===== config.mk =====
export PLATFORM = sky130hd
export DESIGN_NAME = scenario_seq
export DESIGN_NICKNAME = d
export VERILOG_FILES = /design/src/rtl/scenario_seq.sv
export SDC_FILE = /design/constraint.sdc
export NUM_CORES = 1
export LEC_CHECK = 0
export BUFFER_PORTS_ARGS = -buffer_cell sky130_fd_sc_hd__buf_2
export CAP_MARGIN = 25
export CORE_MARGIN = 4
export CORE_UTILIZATION = 58
export CTS_CLUSTER_DIAMETER = 150
export DETAILED_ROUTE_END_ITERATION = 16
export PLACE_DENSITY = 0.79
export SLEW_MARGIN = 0
export SYNTH_ARGS = -nofsm -noshare
export SYNTH_HDL_FRONTEND = slang
export SYNTH_SLANG_ARGS = --single-unit

===== constraint.sdc =====
create_clock -name clk -period 2.8 [get_ports clk]
set_input_delay 0.14 -clock clk [delete_from_list [all_inputs] [get_ports clk]]
set_output_delay 0.14 -clock clk [all_outputs]
set_load 0.02 [all_outputs]

===== src/rtl/scenario_seq.sv =====
module scenario_seq (
  input  logic       clk,
  input  logic       rst_n,
  input  logic       go,
  input  logic [2:0] opcode,
  input  logic       lt,
  output logic       pc_req,
  input  logic       pc_ack,
  output logic       fetch_req,
  input  logic       fetch_ack,
  output logic       alu_req,
  input  logic       alu_ack,
  output logic       mem_req,
  input  logic       mem_ack,
  output logic       done
);
  localparam int NS = 6;
  localparam int NU = 4;
  localparam logic [1:0] U_PC = 2'd0, U_FE = 2'd1, U_AL = 2'd2, U_ME = 2'd3;
  localparam logic [1:0] C_ALL = 2'd0, C_LT = 2'd1, C_GE = 2'd2;

  typedef enum logic [1:0] {S_WAIT, S_REQ, S_REL, S_FIN} slot_st_t;
  typedef struct packed {
    logic       used;
    logic [1:0] unit;
    logic [NS-1:0] deps;
    logic [1:0] cond;
  } slot_cfg_t;

  function automatic slot_cfg_t mk(logic [1:0] u, logic [NS-1:0] d, logic [1:0] c);
    slot_cfg_t r;
    r.used = 1'b1; r.unit = u; r.deps = d; r.cond = c;
    return r;
  endfunction

  function automatic slot_cfg_t decode(logic [2:0] op, int s);
    slot_cfg_t r;
    r = '0;
    case (op)
      3'b000: case (s)
        0: r = mk(U_AL, 6'b000000, C_ALL);
        1: r = mk(U_PC, 6'b000000, C_ALL);
        2: r = mk(U_FE, 6'b000010, C_ALL);
        default: r = '0;
      endcase
      3'b110: case (s)
        0: r = mk(U_PC, 6'b000000, C_ALL);
        1: r = mk(U_FE, 6'b000001, C_ALL);
        2: r = mk(U_AL, 6'b000010, C_ALL);
        3: r = mk(U_PC, 6'b000010, C_ALL);
        4: r = mk(U_FE, 6'b001100, C_ALL);
        default: r = '0;
      endcase
      3'b101: case (s)
        0: r = mk(U_AL, 6'b000000, C_ALL);
        1: r = mk(U_FE, 6'b000001, C_ALL);
        default: r = '0;
      endcase
      3'b010: case (s)
        0: r = mk(U_PC, 6'b000000, C_ALL);
        1: r = mk(U_FE, 6'b000001, C_ALL);
        2: r = mk(U_AL, 6'b000010, C_ALL);
        3: r = mk(U_FE, 6'b000100, C_ALL);
        default: r = '0;
      endcase
      3'b100: case (s)
        0: r = mk(U_ME, 6'b000000, C_ALL);
        1: r = mk(U_PC, 6'b000000, C_ALL);
        2: r = mk(U_FE, 6'b000010, C_ALL);
        default: r = '0;
      endcase
      3'b001: case (s)
        0: r = mk(U_AL, 6'b000000, C_ALL);
        1: r = mk(U_PC, 6'b000000, C_ALL);
        2: r = mk(U_FE, 6'b000010, C_ALL);
        3: r = mk(U_AL, 6'b000001, C_LT);
        default: r = '0;
      endcase
      3'b111: case (s)
        0: r = mk(U_AL, 6'b000000, C_ALL);
        1: r = mk(U_PC, 6'b000000, C_ALL);
        2: r = mk(U_FE, 6'b000011, C_LT);
        3: r = mk(U_AL, 6'b000100, C_LT);
        4: r = mk(U_PC, 6'b000111, C_ALL);
        5: r = mk(U_FE, 6'b011000, C_ALL);
        default: r = '0;
      endcase
      default: case (s)
        0: r = mk(U_AL, 6'b000000, C_ALL);
        1: r = mk(U_PC, 6'b000000, C_ALL);
        2: r = mk(U_FE, 6'b000011, C_LT);
        3: r = mk(U_AL, 6'b000100, C_LT);
        4: r = mk(U_PC, 6'b000011, C_GE);
        5: r = mk(U_FE, 6'b011000, C_ALL);
        default: r = '0;
      endcase
    endcase
    return r;
  endfunction

  logic          running;
  logic [2:0]    op_q;
  logic          lt_q;
  slot_st_t      st [NS];
  slot_cfg_t     cfg [NS];
  logic [NS-1:0] fin;
  logic [NU-1:0] ackv, reqv;
  logic [NS-1:0] busy_m [NU];

  assign ackv = {mem_ack, alu_ack, fetch_ack, pc_ack};

  always_comb begin
    reqv = '0;
    for (int u = 0; u < NU; u++) busy_m[u] = '0;
    for (int s = 0; s < NS; s++) begin
      cfg[s] = decode(op_q, s);
      fin[s] = (st[s] == S_FIN);
      if (st[s] == S_REQ) reqv[cfg[s].unit] = 1'b1;
      if (st[s] == S_REQ || st[s] == S_REL) busy_m[cfg[s].unit][s] = 1'b1;
    end
  end

  assign pc_req    = reqv[0];
  assign fetch_req = reqv[1];
  assign alu_req   = reqv[2];
  assign mem_req   = reqv[3];

  function automatic logic guard_ok(logic [1:0] c, logic l);
    return (c == C_ALL) || (c == C_LT && l) || (c == C_GE && !l);
  endfunction

  always_ff @(posedge clk) begin
    if (!rst_n) begin
      running <= 1'b0;
      done    <= 1'b0;
      op_q    <= '0;
      lt_q    <= 1'b0;
      for (int s = 0; s < NS; s++) st[s] <= S_FIN;
    end else begin
      done <= 1'b0;
      if (!running) begin
        if (go) begin
          running <= 1'b1;
          op_q    <= opcode;
          for (int s = 0; s < NS; s++)
            st[s] <= decode(opcode, s).used ? S_WAIT : S_FIN;
        end
      end else if (&fin) begin
        running <= 1'b0;
        done    <= 1'b1;
      end else begin
        if (st[0] == S_REL && !ackv[cfg[0].unit]) lt_q <= lt;
        for (int s = 0; s < NS; s++) begin
          case (st[s])
            S_WAIT: if ((cfg[s].deps & ~fin) == '0)
                      st[s] <= guard_ok(cfg[s].cond, lt_q) ? S_REQ : S_FIN;
            S_REQ:  if (ackv[cfg[s].unit])  st[s] <= S_REL;
            S_REL:  if (!ackv[cfg[s].unit]) st[s] <= S_FIN;
            default: ;
          endcase
        end
      end
    end
  end

  for (genvar u = 0; u < NU; u++) begin : g_link
    assert_req_hold_R2: assert property (@(posedge clk) disable iff (!rst_n)
      reqv[u] && !ackv[u] |=> reqv[u]);
    assert_no_rearm_R2: assert property (@(posedge clk) disable iff (!rst_n)
      !reqv[u] && ackv[u] |=> !reqv[u]);
    assert_one_outstanding_R9: assert property (@(posedge clk) disable iff (!rst_n)
      $countones(busy_m[u]) <= 1);
  end

  assert_done_pulse_R8: assert property (@(posedge clk) disable iff (!rst_n)
    done |=> !done);
  assert_quiet_on_done_R8: assert property (@(posedge clk) disable iff (!rst_n)
    done |-> reqv == '0);
  assert_quiet_idle_R10: assert property (@(posedge clk) disable iff (!rst_n)
    !running |-> reqv == '0);
  assert_class_held_R1: assert property (@(posedge clk) disable iff (!rst_n)
    running |=> $stable(op_q));
endmodule


# After elaboration in Yosys (flattened, before gate mapping)
# Memory sizes are Yosys's and may differ from the RTL's.
# Index checks and enable logic that the tools add are counted.
totals:
  mem_count: 1
  word_cells: 378
  ramBits: 12
  register_bits: 6
  out_inout_bits: 5
  in_bits: 11
mem_list:
  columns: ["memory", "words", "width", "rd", "rd_ports_with_merged_regs", "write_ports", "line_no", "source"]
  rows:
  - ["st", 6, 2, 6, 0, 6, "104", "slot_st_t st [NS];"]
classes:
  n_lt_le_gt_ge: 12
  n_bitwise: 38
  eq_ne: 42
  n_mux: 212
  reduce_logical: 69
ops:
  columns: ["cell", "count"]
  rows:
  - ["$mux 11", 19]
  - ["$mux 1", 128]
  - ["$mux 2", 36]
  - ["$pmux 11 s3", 2]
  - ["$pmux 11 s4", 1]
  - ["$pmux 10 s2", 2]
  - ["$pmux 10 s4", 1]
  - ["$and 6x6->6", 6]
  - ["$eq 2x2->1 const B", 18]
  - ["$logic_not 6->1", 6]
  - ["$pmux 10 s3", 1]
  - ["$mux 9", 3]
  - ["$pmux 9 s3", 1]
  - ["$eq 2x1->1 const B", 12]
  - ["$eq 3x3->1 const B", 8]
  - ["$logic_not 2->1", 12]
  - ["$mux 4", 6]
  - ["$or 1x1->1", 24]
  - ["$or 4x4->4", 5]
  - ["$logic_and 1x1->1", 19]
  - ["$lt 2x3->1 const B", 6]
  - ["$reduce_or 3->1", 6]
  - ["$bmux 1 s2", 6]
  - ["$demux 1 s2", 6]
  - ["14 further kinds", 39]

# Longest topological paths before layout
logic_depth:
  depth_word: 18
  mapped_depth: 7
  ltp_nobuf: 5

# Worst setup path before layout
# Ideal clock, no wire load.
synth_path:
  path_type: "register to register"
  startpoint: "register op_q[1]"
  endpoint: "memory st[4][0] in the netlist's numbering (enable)"
  setup_slack_ns: 0.878
  setup_ns: 0.338
  period_less_slack_ns: 1.922
  required_time_ns: 2.462
  arrival_time_ns: 1.584
  path_stages_with_launch: 7
  path_buffers: 1
  cell_sequence: "dfxtp_1 -> buf_4 -> nor2b_1 -> nand2_1 -> mux2i_1 -> mux2_2 -> o31ai_1"
synth_lines:
  columns: ["element", "line_no", "source"]
  rows:
  - ["from (decl)", "102", "logic [2:0] op_q;"]
  - ["from (signal assigned)", "144", "op_q <= opcode;"]
  - ["to (decl)", "104", null]

==> out/qor.yml <==
outcome:
  status: "finished, final reports clean"
pwr:
  vdd_drop_max_mv: 0.298
  leakagePower_uw: 0.000578
  p_total_uw: 645
  p_per_area_mw_per_mm2: 424
worst_setup_path:
  cp.arrival_ns: 2.53
  r2r-start: "op_q[0]$_SDFFE_PN0P_"
  worstSetupStartpointType: "register"
  worstPathMaxFanout: 18
  worstSetupPathType: "register to register"
  critPathLaunch: "op_q[0]$_SDFFE_PN0P_"
  end_kind: "register"
  crit_required_ns: 2.85
global_route:
  grt_antenna_before_repair: 0
  grt_pass1_wl_mm: 5.88
  grt_start_max_net_pins: 19
  grt_pass1_vias: 1223
  grt-ovfl-total: 0
  grtUsageTotal: 0.231
timing:
  period_needed_ns: 2.48
  tightest_slew_ns: 0.651
  rsz0062_at_grt: "no"
  fin_crit_sh: 0.885
  slew_headroom: 0.555
  finalClockSkew_ns: 0.0111
  setup_viol: 0
  slew_violations: 0
  setup_tns_ns: 0
  holdWs_ns: 0.0839
  timing.final.hold_violations: 0
  fmax_mhz: 403
clock_network:
  root_buffer: "clkbuf_4"
  clock_path_buffers: 2
  cts-resized-gates: 0
  cts_inserted_buffers: 3
  hold_buffers: 0
  path_clk_slew_ns: 0.09
  cts_htree_levels: 1
  cts_tree: "yes"
  cts_setup_buffers: 0
  insertion_delay_ns: 0.30
  clock_sinks: 18
yosys:
  synthArstFlopShare: 0
  synthTopCellsByArea: "edfxtp_1 26%, dfxtp_1 8.5%, mux2i_1 5.7%"
  synth_top_area_share: 0.255
  netlist_instances: 170
  synth_seq_cells: 18
  synth_area_mm2: 0.00141
  synth_warnings: 0
  ys_seq_area_frac: 0.340
  yosys.area.top_type: "edfxtp_1"
  avgSynthCellArea_um2: 8.30
  synthFlopType: "edfxtp_1"
  synth-edff-count: 12
  yosysUniqueCellTypes: 48
  synth_nets: 181
detailed_routing:
  drcViolationCount: 0
  wl_mm: 3.56
  vias: 1362
  drt_first_pass_iters: 4
  drt_iter0_markers: 79
  drt-vias-per-instance: 6.45
  ant_nets: 0
  routedWlPerCell_um: 16.9
floorplanning:
  io_pins: 16
  rows: 17
  die_y_um: 57.3
  die_area_mm2: 0.00329
  coreArea_mm2: 0.00225
  initial_core_util: 0.626
  die_w_um: 57.3
final_layout:
  area_delta_synth_final_pct: 7.62
  fin_area_mm2: 0.00152
  diodes: 0
  fin_nets: 195
  drive_above_1_share: 0.169
  nFillCells: 197
placed_design:
  routabilityCongestion: 0.962
  portBuffers: 15
  dp.final_hpwl_mm: 2.73
  placed_area_mm2: 0.00149
hold_path:
  hp-class: "input pin to register"
  min_from: "lt"
job:
  drv_cap: 0
[worst max-delay path, stage by stage, from the launching register on]
cell and delay (ns):
dfxtp_1 0.70, clkinv_1 0.40, o21bai_1 0.38, mux2i_1 0.31, mux2i_1 0.11, a211o_1 0.33
[kinds of logic after synthesis]
group                  synth area share
buffers and inverters            0.0523
AO/OA/AOI/OAI                     0.256
flip-flops                        0.340
multiplexers                     0.0807
AND/OR/NAND/NOR                   0.270
[cell type report]
class / instances / area (um2) / share of cell area
Multi-Input combinational cell: 136 / 857 / 0.564
Sequential cell: 18 / 480 / 0.316
Timing Repair Buffer: 17 / 90.1 / 0.0593
Tap cell: 28 / 35.0 / 0.0231
Inverter: 8 / 30.0 / 0.0198
Clock buffer: 3 / 22.5 / 0.0148
Clock inverter: 1 / 3.75 / 0.00247
[path summary, 6_finish.rpt]
check / cells after the start / slack [ns] / end
setup / recovery: 5 / 0.32 / st[1][0]$_SDFFCE_PP1P_
hold reg to reg: 2 / 0.53 / lt_q$_SDFFE_PN0P_
hold / removal: 3 / 0.08 / lt_q$_SDFFE_PN0P_
setup reg to reg: 5 / 0.32 / st[1][0]$_SDFFCE_PP1P_
[per-stage QoR]
| stage | worst slack, ns | util | cells |
|---|---|---|---|
| detailed placement | 0.393 | 0.662 | 207 |
| global route | 0.102 | 0.674 | 211 |
| CTS | 0.384 | 0.674 | 211 |
| global placement | 0.488 | 0.662 | 207 |
| floorplan | 0.878 | - | 170 |
| finish | 0.322 | 0.674 | 211 |
[Yosys cell counts (2+ instances only)]
cell type   n
a21o_1      2
mux2_2      3
nor3_1      6
inv_1       7
nand4_1     2
a21oi_1     8
a22oi_1     2
clkbuf_1    3
nor2_1     17
o31ai_1     2
edfxtp_1   12
nand3_1     4
buf_2       2
nand2_1    20
a211o_1     2
o211ai_1    4
nand2b_1    6
a2111oi_0   2
a31oi_1     4
o21ai_0    13
dfxtp_1     6
mux2i_1     8
o22ai_1     2
a32oi_1     3
nor2b_1     7
[metal layers]
layer / vias up / wire length, um / share of wire / global-route usage
met3: 11 / 341 / 0.096 / 0.0385
met5: - / 0 / 0 / 0
met4: 0 / 100 / 0.028 / 0.0927
met2: 84 / 1630 / 0.46 / 0.364
li1: 659 / - / - / -
met1: 608 / 1490 / 0.42 / 0.314
[where the power goes]
part           total [uW]  internal (uW)  switching, uW
Clock                 133           51.9           81.0
Sequential            327            302           24.3
Combinational         185           70.7            114
[cells in the final DEF, fill, tap and decap left out, types with 2 or more instances in the layout]
| cell type | instances |
|---|---|
| nand2_1 | 20 |
| nor2_1 | 17 |
| buf_2 | 15 |
| o21ai_0 | 13 |
| edfxtp_1 | 12 |
| a21oi_1 | 8 |
| mux2i_1 | 8 |
| nor2b_1 | 7 |
| inv_1 | 7 |
| nand2b_1 | 6 |
| nor3_1 | 6 |
| dfxtp_1 | 6 |
| nand3_1 | 4 |
| o211ai_1 | 4 |
| a31oi_1 | 4 |
| mux2_2 | 3 |
| a32oi_1 | 3 |
| clkbuf_4 | 3 |
| clkinv_1 | 2 |
| nand4_1 | 2 |
| a2111oi_0 | 2 |
| a211o_1 | 2 |
| o22ai_1 | 2 |
| a22oi_1 | 2 |
| a21o_1 | 2 |
| o31ai_1 | 2 |
| buf_4 | 2 |
[flip-flops by register name (all words and copies together), names as in the netlist]
register / cells
st: 12
lt_q: 1
op_q: 3
done: 1
running: 1
(Power assumes the default switching activity.)
